File: src/rtl/isp_pkg.sv
package isp_pkg;
   localparam logic [7:0] OP_SYS      = 8'hAC;
   localparam logic [7:0] OP_EN_KEY   = 8'h53;
   localparam logic [7:0] OP_RD_BYTE  = 8'h20;
   localparam logic [7:0] OP_WR_BYTE  = 8'h40;
   localparam logic [7:0] OP_RD_LOCK  = 8'h24;
   localparam logic [7:0] OP_RD_SIG   = 8'h28;
   localparam logic [7:0] OP_RD_PAGE  = 8'h30;
   localparam logic [7:0] OP_WR_PAGE  = 8'h50;
   localparam logic [7:0] ECHO_CODE   = 8'h69;

   typedef enum logic [1:0] {
      ST_CMD  = 2'd0,
      ST_PGWR = 2'd1,
      ST_PGRD = 2'd2
   } isp_state_e;
endpackage

File: src/rtl/isp_sck_sync.sv
module isp_sck_sync #(
   parameter int SYNC_STAGES  = 2,
   parameter int GUARD_CYCLES = 64
) (
   input  logic clk,
   input  logic rst_n,
   input  logic prog_en,
   input  logic sck,
   input  logic mosi,
   output logic rise,
   output logic fall,
   output logic mosi_s
);
   localparam int CW = $clog2(GUARD_CYCLES + 1);

   if (SYNC_STAGES < 2) begin : g_bad_sync
      $error("SYNC_STAGES must be at least 2");
   end
   if (GUARD_CYCLES < 1) begin : g_bad_guard
      $error("GUARD_CYCLES must be positive");
   end

   logic [SYNC_STAGES-1:0] sck_ff, mosi_ff;
   logic                   sck_prev;
   logic [CW-1:0]          wait_cnt;
   logic                   armed;

   for (genvar s = 0; s < SYNC_STAGES; s++) begin : g_stage
      if (s == 0) begin : g_first
         always_ff @(posedge clk or negedge rst_n)
            if (!rst_n) begin
               sck_ff[0]  <= 1'b0;
               mosi_ff[0] <= 1'b0;
            end else begin
               sck_ff[0]  <= sck;
               mosi_ff[0] <= mosi;
            end
      end else begin : g_next
         always_ff @(posedge clk or negedge rst_n)
            if (!rst_n) begin
               sck_ff[s]  <= 1'b0;
               mosi_ff[s] <= 1'b0;
            end else begin
               sck_ff[s]  <= sck_ff[s-1];
               mosi_ff[s] <= mosi_ff[s-1];
            end
      end
   end

   wire sck_s = sck_ff[SYNC_STAGES-1];
   assign mosi_s = mosi_ff[SYNC_STAGES-1];

   always_ff @(posedge clk or negedge rst_n)
      if (!rst_n) begin
         sck_prev <= 1'b0;
         wait_cnt <= '0;
         armed    <= 1'b0;
      end else begin
         sck_prev <= sck_s;
         if (!prog_en) begin
            wait_cnt <= '0;
            armed    <= 1'b0;
         end else if (!armed) begin
            if (sck_s)
               wait_cnt <= '0;
            else if (wait_cnt == CW'(GUARD_CYCLES - 1))
               armed <= 1'b1;
            else
               wait_cnt <= wait_cnt + 1'b1;
         end
      end

   assign rise = armed &&  sck_s && !sck_prev;
   assign fall = armed && !sck_s &&  sck_prev;

   AST_EDGE_NEEDS_MODE: assert property (@(posedge clk) disable iff (!rst_n)
      (rise || fall) |-> prog_en);
endmodule

File: src/rtl/isp_byte_shift.sv
module isp_byte_shift (
   input  logic       clk,
   input  logic       rst_n,
   input  logic       prog_en,
   input  logic       rise,
   input  logic       fall,
   input  logic       mosi_s,
   input  logic [7:0] tx_next,
   output logic       byte_done,
   output logic [7:0] rx_byte,
   output logic       miso
);
   logic [2:0] bit_cnt;
   logic [7:0] sh;
   logic [7:0] tx;
   logic       pend;

   always_ff @(posedge clk or negedge rst_n)
      if (!rst_n) begin
         bit_cnt   <= '0;
         sh        <= '0;
         tx        <= '0;
         pend      <= 1'b0;
         byte_done <= 1'b0;
         rx_byte   <= '0;
      end else if (!prog_en) begin
         bit_cnt   <= '0;
         tx        <= '0;
         pend      <= 1'b0;
         byte_done <= 1'b0;
      end else begin
         byte_done <= 1'b0;
         if (rise) begin
            sh      <= {sh[6:0], mosi_s};
            bit_cnt <= bit_cnt + 1'b1;
            if (bit_cnt == 3'd7) begin
               byte_done <= 1'b1;
               rx_byte   <= {sh[6:0], mosi_s};
               pend      <= 1'b1;
            end
         end
         if (fall) begin
            if (pend) begin
               tx   <= tx_next;
               pend <= 1'b0;
            end else begin
               tx <= {tx[6:0], 1'b0};
            end
         end
      end

   assign miso = tx[7];

   AST_MISO_ON_FALL: assert property (@(posedge clk) disable iff (!rst_n || !prog_en)
      $past(prog_en) && !$past(fall) |-> $stable(miso));
endmodule

File: src/rtl/isp_decoder.sv
module isp_decoder
   import isp_pkg::*;
#(
   parameter int          ADDR_W    = 12,
   parameter logic [31:0] SIGNATURE = 32'hA53C_960F
) (
   input  logic              clk,
   input  logic              rst_n,
   input  logic              prog_en,
   input  logic              byte_done,
   input  logic [7:0]        rx_byte,
   input  logic [7:0]        mem_rdata,
   output logic [7:0]        tx_next,
   output logic [ADDR_W-1:0] mem_addr,
   output logic [7:0]        mem_wdata,
   output logic              mem_we,
   output logic              mem_erase
);
   localparam int HI_W = ADDR_W - 8;

   if (ADDR_W < 9 || ADDR_W > 12) begin : g_bad_addr
      $error("ADDR_W must lie in 9..12");
   end

   isp_state_e      state;
   logic [1:0]      bidx;
   logic [7:0]      op, b1;
   logic [1:0]      sig_sel;
   logic [HI_W-1:0] page;
   logic [7:0]      cnt;
   logic            enabled;
   logic [2:0]      lock;

   logic [7:0] sig_b [4];
   for (genvar g = 0; g < 4; g++) begin : g_sig
      assign sig_b[g] = SIGNATURE[8*g +: 8];
   end

   wire is_enable = (op == OP_SYS) && (b1 == OP_EN_KEY);
   wire is_erase  = (op == OP_SYS) && (b1[7:5] == 3'b100);
   wire is_lockwr = (op == OP_SYS) && (b1[7:2] == 6'b111000);
   wire rd_mask   = lock[1];
   wire wr_block  = lock[0];

   always_comb begin
      tx_next = 8'h00;
      if (state == ST_PGRD)
         tx_next = rd_mask ? 8'hFF : mem_rdata;
      else if (state == ST_CMD && bidx == 2'd3) begin
         if (is_enable)
            tx_next = ECHO_CODE;
         else if (enabled) begin
            case (op)
               OP_RD_BYTE: tx_next = rd_mask ? 8'hFF : mem_rdata;
               OP_RD_LOCK: tx_next = {5'b0, lock};
               OP_RD_SIG:  tx_next = sig_b[sig_sel];
               default:    tx_next = 8'h00;
            endcase
         end
      end
   end

   always_ff @(posedge clk or negedge rst_n)
      if (!rst_n) begin
         state     <= ST_CMD;
         bidx      <= '0;
         op        <= '0;
         b1        <= '0;
         sig_sel   <= '0;
         page      <= '0;
         cnt       <= '0;
         enabled   <= 1'b0;
         lock      <= '0;
         mem_addr  <= '0;
         mem_wdata <= '0;
         mem_we    <= 1'b0;
         mem_erase <= 1'b0;
      end else if (!prog_en) begin
         state     <= ST_CMD;
         bidx      <= '0;
         enabled   <= 1'b0;
         mem_we    <= 1'b0;
         mem_erase <= 1'b0;
      end else begin
         mem_we    <= 1'b0;
         mem_erase <= 1'b0;
         if (byte_done) begin
            case (state)
               ST_CMD: begin
                  case (bidx)
                     2'd0: begin
                        op   <= rx_byte;
                        bidx <= 2'd1;
                     end
                     2'd1: begin
                        b1 <= rx_byte;
                        if (enabled && (op == OP_RD_PAGE || op == OP_WR_PAGE)) begin
                           page     <= rx_byte[HI_W-1:0];
                           cnt      <= '0;
                           mem_addr <= {rx_byte[HI_W-1:0], 8'h00};
                           state    <= (op == OP_RD_PAGE) ? ST_PGRD : ST_PGWR;
                           bidx     <= 2'd0;
                        end else begin
                           bidx <= 2'd2;
                        end
                     end
                     2'd2: begin
                        sig_sel  <= rx_byte[1:0];
                        mem_addr <= {b1[HI_W-1:0], rx_byte};
                        bidx     <= 2'd3;
                     end
                     default: begin
                        bidx <= 2'd0;
                        if (is_enable)
                           enabled <= 1'b1;
                        else if (enabled) begin
                           if (is_erase) begin
                              mem_erase <= 1'b1;
                              lock      <= '0;
                           end else if (is_lockwr) begin
                              case (b1[1:0])
                                 2'b01:   lock[0] <= 1'b1;
                                 2'b10:   if (lock[0]) lock[1] <= 1'b1;
                                 2'b11:   if (lock[1]) lock[2] <= 1'b1;
                                 default: ;
                              endcase
                           end else if (op == OP_WR_BYTE && !wr_block) begin
                              mem_we    <= 1'b1;
                              mem_wdata <= rx_byte;
                           end
                        end
                     end
                  endcase
               end
               ST_PGWR: begin
                  if (!wr_block) begin
                     mem_we    <= 1'b1;
                     mem_wdata <= rx_byte;
                  end
                  mem_addr <= {page, cnt};
                  cnt      <= cnt + 1'b1;
                  if (cnt == 8'hFF) state <= ST_CMD;
               end
               default: begin
                  mem_addr <= {page, cnt + 8'd1};
                  cnt      <= cnt + 1'b1;
                  if (cnt == 8'hFF) state <= ST_CMD;
               end
            endcase
         end
      end

   AST_STROBE_EXCL: assert property (@(posedge clk) disable iff (!rst_n)
      !(mem_we && mem_erase));
   AST_WE_UNLOCKED: assert property (@(posedge clk) disable iff (!rst_n)
      mem_we |-> (lock == 3'b000));
   AST_LOCK_CHAIN: assert property (@(posedge clk) disable iff (!rst_n)
      (lock == 3'b000) || (lock == 3'b001) || (lock == 3'b011) || (lock == 3'b111));
   AST_LOCK_KEEP: assert property (@(posedge clk) disable iff (!rst_n)
      (|($past(lock) & ~lock)) |-> mem_erase);
   AST_PAGE_ENABLED: assert property (@(posedge clk) disable iff (!rst_n)
      (state != ST_CMD) |-> enabled);
endmodule

File: src/rtl/isp_prog_engine.sv
module isp_prog_engine #(
   parameter int          ADDR_W       = 12,
   parameter int          SYNC_STAGES  = 2,
   parameter int          GUARD_CYCLES = 64,
   parameter logic [31:0] SIGNATURE    = 32'hA53C_960F
) (
   input  logic              clk,
   input  logic              rst_n,
   input  logic              prog_en,
   input  logic              sck,
   input  logic              mosi,
   output logic              miso,
   output logic [ADDR_W-1:0] mem_addr,
   output logic [7:0]        mem_wdata,
   output logic              mem_we,
   output logic              mem_erase,
   input  logic [7:0]        mem_rdata
);
   logic       rise, fall, mosi_s, byte_done;
   logic [7:0] rx_byte, tx_next;

   isp_sck_sync #(.SYNC_STAGES(SYNC_STAGES), .GUARD_CYCLES(GUARD_CYCLES)) u_sync (
      .clk(clk), .rst_n(rst_n), .prog_en(prog_en), .sck(sck), .mosi(mosi),
      .rise(rise), .fall(fall), .mosi_s(mosi_s));

   isp_byte_shift u_shift (
      .clk(clk), .rst_n(rst_n), .prog_en(prog_en), .rise(rise), .fall(fall),
      .mosi_s(mosi_s), .tx_next(tx_next), .byte_done(byte_done),
      .rx_byte(rx_byte), .miso(miso));

   isp_decoder #(.ADDR_W(ADDR_W), .SIGNATURE(SIGNATURE)) u_dec (
      .clk(clk), .rst_n(rst_n), .prog_en(prog_en), .byte_done(byte_done),
      .rx_byte(rx_byte), .mem_rdata(mem_rdata), .tx_next(tx_next),
      .mem_addr(mem_addr), .mem_wdata(mem_wdata), .mem_we(mem_we),
      .mem_erase(mem_erase));
endmodule

File: config.mk
export PLATFORM = sky130hd
export DESIGN_NAME = isp_prog_engine
export DESIGN_NICKNAME = d
export VERILOG_FILES = /design/src/rtl/isp_pkg.sv /design/src/rtl/isp_sck_sync.sv /design/src/rtl/isp_byte_shift.sv /design/src/rtl/isp_decoder.sv /design/src/rtl/isp_prog_engine.sv
export SDC_FILE = /design/constraint.sdc
export NUM_CORES = 1
export LEC_CHECK = 0
export BUFFER_PORTS_ARGS = -buffer_cell sky130_fd_sc_hd__buf_2
export CORE_MARGIN = 2
export CORE_UTILIZATION = 40
export DETAILED_ROUTE_END_ITERATION = 6
export GPL_TIMING_DRIVEN = 0
export PLACE_DENSITY = 0.55
export SKIP_LAST_GASP = 1
export SYNTH_ARGS = -nofsm -noshare
export SYNTH_HDL_FRONTEND = slang
export SYNTH_SLANG_ARGS = --single-unit
File: constraint.sdc
create_clock -name clk -period 4 [get_ports clk]
set_input_delay 0.2 -clock clk [delete_from_list [all_inputs] [get_ports clk]]
set_output_delay 0.2 -clock clk [all_outputs]
set_load 0.01 [all_outputs]
# Yosys cells after proc, flatten, opt, wreduce, memory -nomap -nowiden
# Cells that the tools add are included.
op_classes:
  bitwise_logic: 3
  n_eq_ne: 43
  n_mul: 0
  n_lt_le_gt_ge: 1
  reduce_logical: 40
  n_div: 0
  add_sub_neg: 3
  n_mux: 85
  shift: 0
op_table:
  columns: ["operator", "n"]
  rows:
  - ["8-bit two-way mux", 20]
  - ["12-bit case mux with 2 select lines", 2]
  - ["1-bit two-way mux", 38]
  - ["8-bit by 6-bit == test with 1-bit output, second input constant", 4]
  - ["7-bit two-way mux", 4]
  - ["4-bit AND reduction", 7]
  - ["8-bit by 7-bit == test with 1-bit output, second input constant", 3]
  - ["8-bit case mux with 3 select lines", 1]
  - ["2-bit two-way mux", 11]
  - ["2-bit inequality test, second input constant", 10]
  - ["9-bit AND reduction", 2]
  - ["8-bit binary-select mux with 2-bit select", 1]
  - ["8-bit == test, second input constant", 2]
  - ["8-bit case mux with 2 select lines", 1]
  - ["2-bit nonzero test", 7]
  - ["12-bit two-way mux", 1]
  - ["3-bit two-way mux", 4]
  - ["2-bit by 1-bit inequality test with 1-bit output, second input constant", 6]
  - ["3-bit inequality test, second input constant", 4]
  - ["2-bit == test, second input constant", 5]
  - ["1-bit logical AND", 10]
  - ["10-bit AND reduction", 1]
  - ["8-bit by 1-bit adder with 8-bit output, second input constant", 1]
  - ["8-bit AND reduction", 1]
  - ["20 further kinds", 29]
totals:
  mem_count: 0
  output_inout_bits: 23
  register_bits: 101
  elab_cells: 203
  ram_bits: 0
  mem_bits_ro: 0
  latchBits: 0
  input_bits: 13

# Logic depth before layout (Yosys ltp)
# Gate-level depths: netlist of run 1.
depth:
  depth_word: 12
  ltp_mapped: 8

# Cells and area by module
# From an unflattened synthesis of run 1, not the netlist that was laid out.
unflattened:
  cells_unflattened: 467
  area_unflattened_um2: 4939.7
modules_own_cells:
  columns: ["mod", "instances", "area_per_inst_um2", "seq_area_each_um2", "cells_per_inst"]
  rows:
  - ["isp_decoder", 1, 3176.8, 1501.4, 329]
  - ["isp_byte_shift", 1, 1172.4, 700.7, 85]
  - ["isp_sck_sync", 1, 590.6, 325.3, 53]

# Least setup slack after synthesis of run 1
# Ideal clock, no wire load.
synth_timing:
  path_kind: "flip-flop to flip-flop"
  from: "reg u_dec.op[3]"
  to: "reg u_dec.mem_addr[10]"
  setup_time_ns: 0.125
  stages_incl_launch_ff: 8
  n_path_buf: 2
  slack_ns: 2.066
  t_required_ns: 3.875
  period_less_slack_ns: 1.934
  arrival_ns: 1.809
  path_cell_list: "dfrtp_1 -> buf_6 -> nor4_4 -> and2_4 -> nand3_4 -> a311oi_4 -> buf_6 -> mux2_4"
synth_between:
  elab_chain_len: 5
  elab_cells_between_ends: 6
synth_lines:
  columns: ["item", "line", "text"]
  rows:
  - ["start: declaration", "isp_decoder.sv:27", "logic [7:0] op, b1;"]
  - ["start signal: assignment", "isp_decoder.sv:92", "op <= rx_byte;"]
  - ["8-bit by 6-bit == test with 1-bit output or 8-bit by 7-bit == test with 1-bit output (tied branches)", "isp_decoder.sv:97", "if (enabled && (op == OP_RD_PAGE || op == OP_WR_PAGE)) begin"]
  - ["1-bit logical OR (*)", "isp_decoder.sv:97", null]
  - ["1-bit logical AND (*)", "isp_decoder.sv:97", null]
  - ["3-bit inequality test (no line) (*)", null, null]
  - ["4-bit AND reduction (no line) (*)", null, null]
  - ["end signal: assignment", "isp_decoder.sv:100", "mem_addr <= {rx_byte[HI_W-1:0], 8'h00};"]
  - ["end signal: assignment", "isp_decoder.sv:109", "mem_addr <= {b1[HI_W-1:0], rx_byte};"]
  - ["end signal: assignment", "isp_decoder.sv:140", "mem_addr <= {page, cnt};"]
  - ["end: declaration", "isp_decoder.sv:14", "output logic [ADDR_W-1:0] mem_addr,"]
# Every way passes the cells marked *; elsewhere a longest branch is shown, timed or not.
# A chain may end at the register's enable or synchronous reset.

# Worst setup path in the final report of run 1
layout_timing:
  from: "reg u_dec.op[1]"
  to: "reg u_shift.tx[0]"
layout_between:
  elab_chain_len: 9
  elab_cells_between_ends: 13
layout_lines:
  columns: ["item", "line", "text"]
  rows:
  - ["8-bit by 6-bit == test with 1-bit output", "isp_decoder.sv:53", "case (op)"]
  - ["8-bit case mux with 3 select lines", "isp_decoder.sv:53", null]
  - ["8-bit two-way mux", "isp_decoder.sv:52", "else if (enabled) begin"]
  - ["8-bit two-way mux (*)", "isp_decoder.sv:50", "if (is_enable)"]
  - ["8-bit two-way mux (*)", "isp_decoder.sv:49", "else if (state == ST_CMD && bidx == 2'd3) begin"]
  - ["8-bit two-way mux (*)", "isp_decoder.sv:47", "if (state == ST_PGRD)"]
  - ["8-bit two-way mux (*)", "isp_byte_shift.sv:43", "if (pend) begin"]
  - ["8-bit two-way mux (*)", "isp_byte_shift.sv:42", "if (fall) begin"]
  - ["8-bit two-way mux (*)", "isp_byte_shift.sv:26", "end else if (!prog_en) begin"]
  - ["end signal: assignment", "isp_byte_shift.sv:44", "tx <= tx_next;"]
  - ["end signal: assignment", "isp_byte_shift.sv:47", "tx <= {tx[6:0], 1'b0};"]
  - ["end: declaration", "isp_byte_shift.sv:15", "logic [7:0] tx;"]
# Every way passes the cells marked *; elsewhere a longest branch is shown, timed or not. The select of a mux whose other input is x is not followed.

==> results.py, run 1 <==
metrics = {
    "critical_path": {
        "path_class": "reg2reg",
        "cp_top_family": "simple AND/OR/NAND/NOR gates",
        "ff2ff_path_depth": 5,
        "crit_required_ns": 4.26,
        "crit_fanout": 5,
        "cp.depth": 5,
        "start_kind": "register",
        "cp_cell_sequence": "nor4b_1, nand2_1, nor3_1, and3b_1, o21ai_0",
        "cpPeakStageDelay_ns": 0.65,
        "slowest_stage": "nor3_1",
        "cp.arrival_ns": 2.45,
        "endpoint_kind": "register",
        "critPathBufInv": 0,
    },
    "layout": {
        "num_antenna_cells": 0,
        "finalInstanceArea_mm2": 0.00572,
        "final_layout_size_suffix_gt1_share_pct": 23.2,
        "syn_to_final_growth_pct": 15.2,
        "fill_cells": 1136,
        "multi_input_area_mm2": 0.00231,
        "post-route-util_pct": 47.4,
        "final_cells": 673,
        "num-nets-final": 523,
        "final-seq-area_mm2": 0.00253,
    },
    "clock_network": {
        "htree_levels": 3,
        "clockBufferDepth": 2,
        "post_cts_buffers": 0,
        "cts_root_buffer": "clkbuf_16",
        "clock_latency_ns": 0.35,
        "post_cts_resized": 0,
        "cts_tree": "built",
        "cts_sinks": 101,
        "cts_buffers": 9,
        "clkSlewWorstSetupHoldPaths_ns": 0.06,
    },
    "route": {
        "drt_iter0_markers": 231,
        "routed_wl_mm": 11.3,
        "wl_per_cell_um": 16.8,
        "wl_met2_mm": 5.24,
        "postRouteAntennaNets": 0,
        "route.detailed.drc": 0,
        "wl_met1_mm": 5.60,
        "top_layer": "met4",
        "firstDrtPassIters": 4,
        "via_count": 3577,
        "dr_wl_met3_um": 351,
        "via_per_inst": 5.32,
    },
    "placement": {
        "io_buffers": 35,
        "place_area_mm2": 0.00538,
        "dp_hpwl_mm": 7.86,
        "place.gp.congestion": 0.828,
        "placed_cells": 654,
        "dp_worst_setup_slack_ns": 1.84,
    },
    "timing": {
        "finalCritPeriodShare_pct": 54.7,
        "setup_tns_ns": 0,
        "clock_skew_ns": 0.00683,
        "tightest_slew_ns": 0.862,
        "clock.fmax_ghz": 0.457,
        "final_max_slew_viol_count": 0,
        "hold_viol": 0,
        "rsz0062_at_grt": "no",
        "timing.final.crit_period_ns": 2.19,
        "slew_headroom_pct": 42.4,
        "setup_viol": 0,
        "setup_ws_ns": 1.81,
    },
    "yosys": {
        "synth_area_mm2": 0.00497,
        "synth_edf_count": 0,
        "synth_nets": 473,
        "async_reset_ff_share_pct": 100,
        "syn_avg_cell_area_um2": 11.0,
        "yosys.area.top_type_share_pct": 50.9,
        "synth_flop_cell": "dfrtp_1",
        "synthesis.instances": 450,
        "yosysTopAreaCell": "dfrtp_1",
        "yosysUniqueCellTypes": 61,
        "ys_seq_area_share_pct": 50.9,
        "yosysMostFrequentCell": "dfrtp_1",
        "ys_top_cells_by_area": "dfrtp_1 (51%), mux2_2 (9.1%), nand2_1 (3.9%)",
        "ys_top_cells_by_count": "dfrtp_1 (101), nand2_1 (52), mux2_2 (40)",
        "yosys_warnings": 0,
        "ys_ff_latch": 101,
    },
    "die": {
        "row_count": 40,
        "core-area_mm2": 0.0121,
        "start_util_pct": 41.2,
        "die_w_um": 115,
        "ios": 36,
        "dieArea_mm2": 0.0133,
        "die_h_um": 115,
    },
    "global_route": {
        "antenna_found_initial": 0,
        "grt_usage_pct": 18.0,
        "grt_pass1_wl_mm": 18.4,
        "grt_max_degree": 65,
        "gr-total-overflow": 0,
        "grt_pass1_vias": 3525,
    },
    "run": {
        "cap_violations": 0,
    },
    "power_and_ir_drop": {
        "power_density_mw_per_mm2": 345,
        "ir_drop_mv": 0.288,
        "power.leakage_nw": 2.69,
    },
    "min_path": {
        "min_path_type": "in2reg",
        "holdPathStages": 4,
    },
    "run_status": {
        "status": "complete, no violations",
    },
}
## cells in the final DEF (no fill, tap or decap), drive strengths merged, types with 3 or more instances in the layout
master	instances
xnor2	4
dfrtp	101
nor2	29
o21ai	35
nand2	52
xor2	3
o31ai	6
inv	12
dlygate4sd3	3
a31oi	5
clkbuf	26
nor2b	10
a21oi	18
buf	40
a221oi	8
nand3	6
ha	10
a41oi	3
and2	6
and3	5
nor3	5
nand4	4
or2	3
mux2i	7
nand2b	8
mux2	50
## final cells by class
type / instances / share of cell area, %
sequential: 101 / 44.2
multi-input combinational: 319 / 40.4
clock buffer: 11 / 4.24
timing repair buffer: 39 / 4.11
tap: 168 / 3.67
buffer: 19 / 1.53
clock inverter: 5 / 1.16
inverter: 11 / 0.722
## cells by family after synthesis
logic type | Yosys count | share of synthesized area [%]
xor gates and xnor gates | 7 | 1.23
and+or+nand+nor | 144 | 15.5
buffers and inverters | 30 | 2.59
AOI/OAI and AO/OA | 101 | 13.8
DFF | 101 | 50.9
adders and majority gates | 10 | 2.52
muxes | 57 | 13.5
## stage by stage
step | hold slack [ns] | power, W
6_report | 0.252 | 0.00198
5_1_grt | 0.304 | 0.00206
4_1_cts | 0.252 | 0.00201
3_5_place_dp | 0.219 | 0.00110
3_3_place_gp | 0.308 | 0.00109
2_1_floorplan | -0.0956 | 0.00106
## registers in the layout, summed over array words and instances, names as in the netlist, 2 cells and up
signal,cells
u_dec.mem_addr,12
u_dec.b1,8
u_dec.cnt,8
u_dec.mem_wdata,8
u_dec.op,8
u_shift.rx_byte,8
u_shift.tx,8
u_shift.sh,7
u_sync.wait_cnt,7
u_dec.page,4
u_dec.lock,3
u_shift.bit_cnt,3
u_dec.bidx,2
u_dec.sig_sel,2
u_dec.state,2
## power breakdown
group,switching (W),leakage [nW],internal (W)
logic,0.0000339,1.15,0.0000163
clock network,0.000389,0.148,0.000510
registers,0.00000244,1.40,0.00102
## path summary, 6_finish.rpt
check                      slack (ns)               from                  to
max in group asynchronous        2.95              rst_n   u_dec.mem_addr[5]
min in group asynchronous        0.37              rst_n  u_sync.wait_cnt[1]
min                              0.25       mem_rdata[6]       u_shift.tx[6]
max reg2reg                      1.81        u_dec.op[1]       u_shift.tx[0]
max                              1.81        u_dec.op[1]       u_shift.tx[0]
min reg2reg                      0.35  u_sync.mosi_ff[0]       u_sync.mosi_s
## timing repair
action | CTS | global route
hold buffers | 3 | 0
endpoints found under the hold margin | 39 | 0
endpoints found under the setup margin | 0 | 0
## routing by layer
metal | vias to the layer above | GRT usage [%]
met5 | - | 0
met4 | 0 | 3.86
met3 | 6 | 4.71
met2 | 48 | 27.8
met1 | 1800 | 25.7
li1 | 1723 | -
## worst min-delay path: cells and delay by family
family          cells  cell delay (ns)
simple gates        1             0.09
compound gates      2             0.19
buf+inv             1             0.07
Power figures use the tool's default switching activity.
==> run 2: changes to the inputs <==
--- a/config.mk
+++ b/config.mk
@@ -10,7 +10,7 @@
 export CORE_UTILIZATION = 40
 export DETAILED_ROUTE_END_ITERATION = 6
 export GPL_TIMING_DRIVEN = 0
-export PLACE_DENSITY = 0.55
+export PLACE_DENSITY = 0.57
 export SKIP_LAST_GASP = 1
 export SYNTH_ARGS = -nofsm -noshare
 export SYNTH_HDL_FRONTEND = slang
==> constraint.sdc (replaced) <==
create_clock -name clk -period 1.9 [get_ports clk]
set_input_delay 0.095 -clock clk [delete_from_list [all_inputs] [get_ports clk]]
set_output_delay 0.095 -clock clk [all_outputs]
set_load 0.01 [all_outputs]
==> results.py, run 2 (synthesis results as in run 1) <==
metrics = {
    "global_route": {
        "grt_max_degree": 60,
        "gr-total-overflow": 0,
        "grt_usage_pct": 18.5,
        "grt_pass1_vias": 3639,
        "grt_pass1_wl_mm": 18.9,
        "antenna_found_initial": 0,
    },
    "timing": {
        "tightest_slew_ns": 0.591,
        "clock_skew_ns": 0.00887,
        "setup_viol": 18,
        "clock.fmax_ghz": 0.493,
        "slew_headroom_pct": 60.6,
        "hold_viol": 0,
        "setup_tns_ns": -2.00,
        "rsz0062_at_grt": "yes",
        "timing.final.crit_period_ns": 2.03,
        "setup_ws_ns": -0.129,
        "finalCritPeriodShare_pct": 107,
        "final_max_slew_viol_count": 0,
    },
    "route": {
        "wl_per_cell_um": 16.7,
        "drt_iter0_markers": 206,
        "via_count": 3718,
        "firstDrtPassIters": 4,
        "route.detailed.drc": 0,
        "via_per_inst": 5.43,
        "routed_wl_mm": 11.4,
        "postRouteAntennaNets": 0,
    },
    "run_status": {
        "violations": "negative setup slack",
        "status": "finished, violations left",
    },
    "clock_network": {
        "cts_sinks": 101,
        "clkSlewWorstSetupHoldPaths_ns": 0.07,
        "cts_tree": "built",
        "htree_levels": 3,
        "clockBufferDepth": 2,
        "clock_latency_ns": 0.35,
        "cts_root_buffer": "clkbuf_16",
        "cts_buffers": 9,
    },
    "layout": {
        "final-seq-area_mm2": 0.00253,
        "post-route-util_pct": 49.1,
        "final_cell_mix": "dfrtp_1 (101), nand2_1 (50), buf_2 (36), o21ai_0 (35), mux2_2 (34)",
        "multi_input_area_mm2": 0.00241,
        "num_antenna_cells": 0,
        "layout_commonest_cell": "dfrtp_1",
        "largest_register_ffs": 12,
        "final_layout_size_suffix_gt1_share_pct": 28.8,
        "fill_cells": 1097,
        "num-nets-final": 535,
        "finalInstanceArea_mm2": 0.00592,
        "regMostFlops": "u_dec.mem_addr",
        "syn_to_final_growth_pct": 19.1,
    },
    "min_path": {
        "hold_end": "u_shift.tx[6]",
        "holdPathStages": 4,
        "min_path_type": "in2reg",
        "worstHoldStart": "mem_rdata[6]",
    },
    "placement": {
        "dp_hpwl_mm": 7.81,
        "dp_worst_setup_slack_ns": -0.248,
        "place_area_mm2": 0.00538,
        "place.gp.congestion": 0.827,
        "io_buffers": 35,
    },
    "power_and_ir_drop": {
        "clock_power_share_pct": 43.9,
        "p_seq_share_pct": 53.5,
        "internal-power_w": 0.00310,
        "switching_share_pct": 23.3,
        "ir_drop_mv": 0.351,
        "p_switching_w": 0.000941,
        "total_power_w": 0.00404,
        "pwr-share-comb_pct": 2.6,
        "power_density_mw_per_mm2": 683,
        "power.leakage_nw": 2.81,
    },
    "critical_path": {
        "crit_fanout": 6,
        "setup.worst_path.start": "u_dec.op[1]",
        "r2r-end": "u_dec.page[2]",
        "path_class": "reg2reg",
        "start_kind": "register",
        "cp.arrival_ns": 2.27,
        "crit_required_ns": 2.14,
        "worst-r2r-setup-slack_ns": -0.13,
        "endpoint_kind": "register",
        "ff2ff_path_depth": 8,
        "r2r_start": "u_dec.op[1]",
    },
    "die": {
        "row_count": 40,
        "die_w_um": 115,
        "die_h_um": 115,
        "dieArea_mm2": 0.0133,
        "core-area_mm2": 0.0121,
        "ios": 36,
        "start_util_pct": 41.2,
    },
    "run": {
        "cap_violations": 0,
    },
}
run 2: worst max-delay path by stage:
stage	to	slack, ns	depth (start not counted)
floorplan	u_dec.mem_addr[10]	0.05	7
global placement	u_dec.mem_addr[5]	-0.39	1
detailed placement	u_dec.page[2]	-0.25	5
CTS	u_dec.mem_addr[9]	-0.10	7
global route	u_dec.mem_addr[2]	-0.22	7
finish	u_dec.page[2]	-0.13	8
run 2: layout make-up:
type                    count  share of cell area, %
multi-input cells         319                   40.7
inverters                  11                  0.698
repair buffers             52                   6.03
clock inverters             7                  0.994
clock buffers               9                   3.81
well taps                 168                   3.55
flip-flops and latches    101                   42.7
plain buffers              18                   1.48
run 2: power by group through the flow:
stage | Combinational, W | Sequential (W) | Clock (W)
after detailed placement | 0.000105 | 0.00220 | 0
final | 0.000106 | 0.00216 | 0.00177
after CTS | 0.000111 | 0.00216 | 0.00183
after floorplan | 0.0000294 | 0.00220 | 0
after global placement | 0.0000955 | 0.00220 | 0
after global routing | 0.000122 | 0.00216 | 0.00191
run 2: what timing repair did:
| item | 4_1_cts | 5_1_grt |
|---|---|---|
| setup endpoints to repair | 48 | 45 |
| cloned | 1 | 0 |
| endpoints found under the hold margin | 44 | 0 |
| buffers inserted | 7 | 5 |
| hold buffers | 3 | 0 |
| pin swaps | 1 | 2 |
| gates resized for setup | 17 | 17 |
run 2: routing by layer:
metal / vias to the layer above / GRT usage [%] / routed length (um)
met5: - / 0 / 0
met4: 0 / 7.07 / 196
li1: 1759 / - / -
met3: 12 / 3.77 / 534
met2: 80 / 28.0 / 5390
met1: 1867 / 26.2 / 5320
run 2: critical path, stage by stage, from the launching register on:
cell and delay [ns]:
dfrtp_1 0.40, buf_6 0.13, nor4_4 0.28, and2_4 0.20
nand3_4 0.08, buf_4 0.15, buf_6 0.11, nor2_4 0.23
mux2_4 0.33
run 2: through the flow:
| step | cells | hold slack (ns) |
|---|---|---|
| final | 685 | 0.151 |
| after global routing | 685 | 0.164 |
| after CTS | 680 | 0.141 |
| after detailed placement | 654 | 0.146 |
| after global placement | 653 | 0.204 |
| after floorplan | 450 | -0.201 |
==> run 3: changes to the inputs <==
--- a/config.mk
+++ b/config.mk
@@ -11,7 +11,6 @@
 export DETAILED_ROUTE_END_ITERATION = 6
 export GPL_TIMING_DRIVEN = 0
 export PLACE_DENSITY = 0.57
-export SKIP_LAST_GASP = 1
 export SYNTH_ARGS = -nofsm -noshare
 export SYNTH_HDL_FRONTEND = slang
 export SYNTH_SLANG_ARGS = --single-unit
==> results.py, run 3 (synthesis results as in run 1) <==
metrics = {
    "clock_network": {
        "clkSlewWorstSetupHoldPaths_ns": 0.07,
        "cts_tree": "built",
        "cts_sinks": 101,
        "htree_levels": 3,
        "cts_buffers": 9,
        "clockBufferDepth": 2,
        "clock_latency_ns": 0.35,
        "cts_root_buffer": "clkbuf_16",
    },
    "route": {
        "wl_per_cell_um": 16.8,
        "wl_met2_mm": 5.34,
        "wl_met1_mm": 5.54,
        "postRouteAntennaNets": 0,
        "route.detailed.drc": 0,
        "via_per_inst": 5.44,
        "routed_wl_mm": 11.5,
        "via_count": 3723,
        "top_layer": "met4",
        "drt_iter0_markers": 260,
        "firstDrtPassIters": 4,
        "dr_wl_met3_um": 395,
    },
    "timing": {
        "timing.final.crit_period_ns": 2.05,
        "finalCritPeriodShare_pct": 108,
        "clock.fmax_ghz": 0.489,
        "rsz0062_at_grt": "yes",
        "tightest_slew_ns": 0.591,
        "clock_skew_ns": 0.00905,
        "slew_headroom_pct": 60.6,
        "setup_viol": 18,
        "final_max_slew_viol_count": 0,
        "hold_viol": 0,
        "setup_tns_ns": -2.25,
        "setup_ws_ns": -0.145,
    },
    "layout": {
        "multi_input_area_mm2": 0.00242,
        "fill_cells": 1096,
        "final_layout_size_suffix_gt1_share_pct": 29.0,
        "largest_register_ffs": 12,
        "num_antenna_cells": 0,
        "syn_to_final_growth_pct": 19.3,
        "final_cell_mix": "dfrtp_1 (101), nand2_1 (50), buf_2 (36), o21ai_0 (35), mux2_2 (34)",
        "regMostFlops": "u_dec.mem_addr",
        "layout_commonest_cell": "dfrtp_1",
        "post-route-util_pct": 49.1,
        "final-seq-area_mm2": 0.00253,
        "final_cells": 685,
        "num-nets-final": 535,
    },
    "critical_path": {
        "crit_required_ns": 2.14,
        "cp.arrival_ns": 2.28,
        "start_kind": "register",
        "cpPeakStageDelay_ns": 0.40,
        "slowest_stage": "dfrtp_1",
        "path_class": "reg2reg",
        "crit_top_cell": "buf_6",
        "cp_cell_sequence": "buf_6, nor4_4, and2_4, nand3_4, buf_4, buf_6, nor2_4, mux2_4",
        "endpoint_kind": "register",
        "crit_fanout": 6,
    },
    "die": {
        "ios": 36,
        "row_count": 40,
        "die_h_um": 115,
        "die_w_um": 115,
        "dieArea_mm2": 0.0133,
        "core-area_mm2": 0.0121,
        "start_util_pct": 41.2,
    },
    "power_and_ir_drop": {
        "ir_drop_mv": 0.351,
        "power.leakage_nw": 2.80,
        "total_power_w": 0.00403,
        "power_density_mw_per_mm2": 681,
    },
    "global_route": {
        "grt_pass1_wl_mm": 18.9,
        "antenna_found_initial": 0,
        "gr-total-overflow": 0,
        "grt_pass1_vias": 3631,
        "grt_max_degree": 60,
        "grt_usage_pct": 18.5,
    },
    "min_path": {
        "min_path_type": "in2reg",
    },
    "placement": {
        "place.gp.congestion": 0.827,
        "io_buffers": 35,
        "placed_cells": 654,
        "dp_hpwl_mm": 7.81,
    },
    "run_status": {
        "violations": "negative setup slack",
        "status": "finished, violations left",
    },
    "run": {
        "cap_violations": 0,
    },
}
## run 3: what timing repair did
action | CTS | global route
setup endpoints to repair | 48 | 45
endpoints found under the hold margin | 44 | 0
gates resized for setup | 23 | 11
pin swaps | 1 | 2
gates cloned | 1 | 0
setup buffers | 7 | 5
hold buffers | 3 | 0
## run 3: per-stage QoR
step	setup WS, ns	instance area, um2	hold slack [ns]
floorplan	0.0474	4970	-0.201
global placement	-0.387	5350	0.204
detailed placement	-0.248	5380	0.146
CTS	-0.104	5850	0.141
global route	-0.213	5930	0.164
finish	-0.145	5930	0.152
## run 3: layer usage
layer  global-route usage, %  vias to the layer above
met5                       0                        -
met4                    7.07                        0
met3                    3.77                       13
met2                    27.9                       70
met1                    26.3                     1882
li1                        -                     1758
## run 3: final timing paths
check / startpoint / to / slack (ns) / cells past startpoint
worst min register to register: u_sync.mosi_ff[0] / u_sync.mosi_s / 0.35 / 0
worst min-delay path: mem_rdata[6] / u_shift.tx[6] / 0.15 / 4
max in group asynchronous: rst_n / u_dec.mem_addr[2] / 0.94 / 3
worst max-delay path: u_dec.op[1] / u_dec.page[2] / -0.15 / 8
worst max register to register: u_dec.op[1] / u_dec.page[2] / -0.15 / 8
min in group asynchronous: rst_n / u_sync.wait_cnt[2] / 0.29 / 2
## run 3: where the power goes
part	total (W)	internal, W	leakage, nW	switching, W
logic	0.000106	0.0000344	1.26	0.0000715
clock network	0.00177	0.000909	0.138	0.000859
registers	0.00216	0.00216	1.40	0.00000491
total	0.00403	0.00310	2.80	0.000935
## run 3: critical path: cells and delay by family (launching register included)
kind                   cells  cell delay, ns
and+or+nand+nor            4            0.80
muxes                      1            0.33
DFF                        1            0.40
buffers and inverters      3            0.39
## run 3: area by class of cell
cell class                      instances  share of cell area, %
Clock inverter                          7                  0.992
Clock buffer                            9                   3.80
Timing Repair Buffer                   52                   6.02
Multi-Input combinational cell        319                   40.8
Sequential cell                       101                   42.7
Buffer                                 18                   1.48
Tap cell                              168                   3.55
Inverter                               11                  0.697
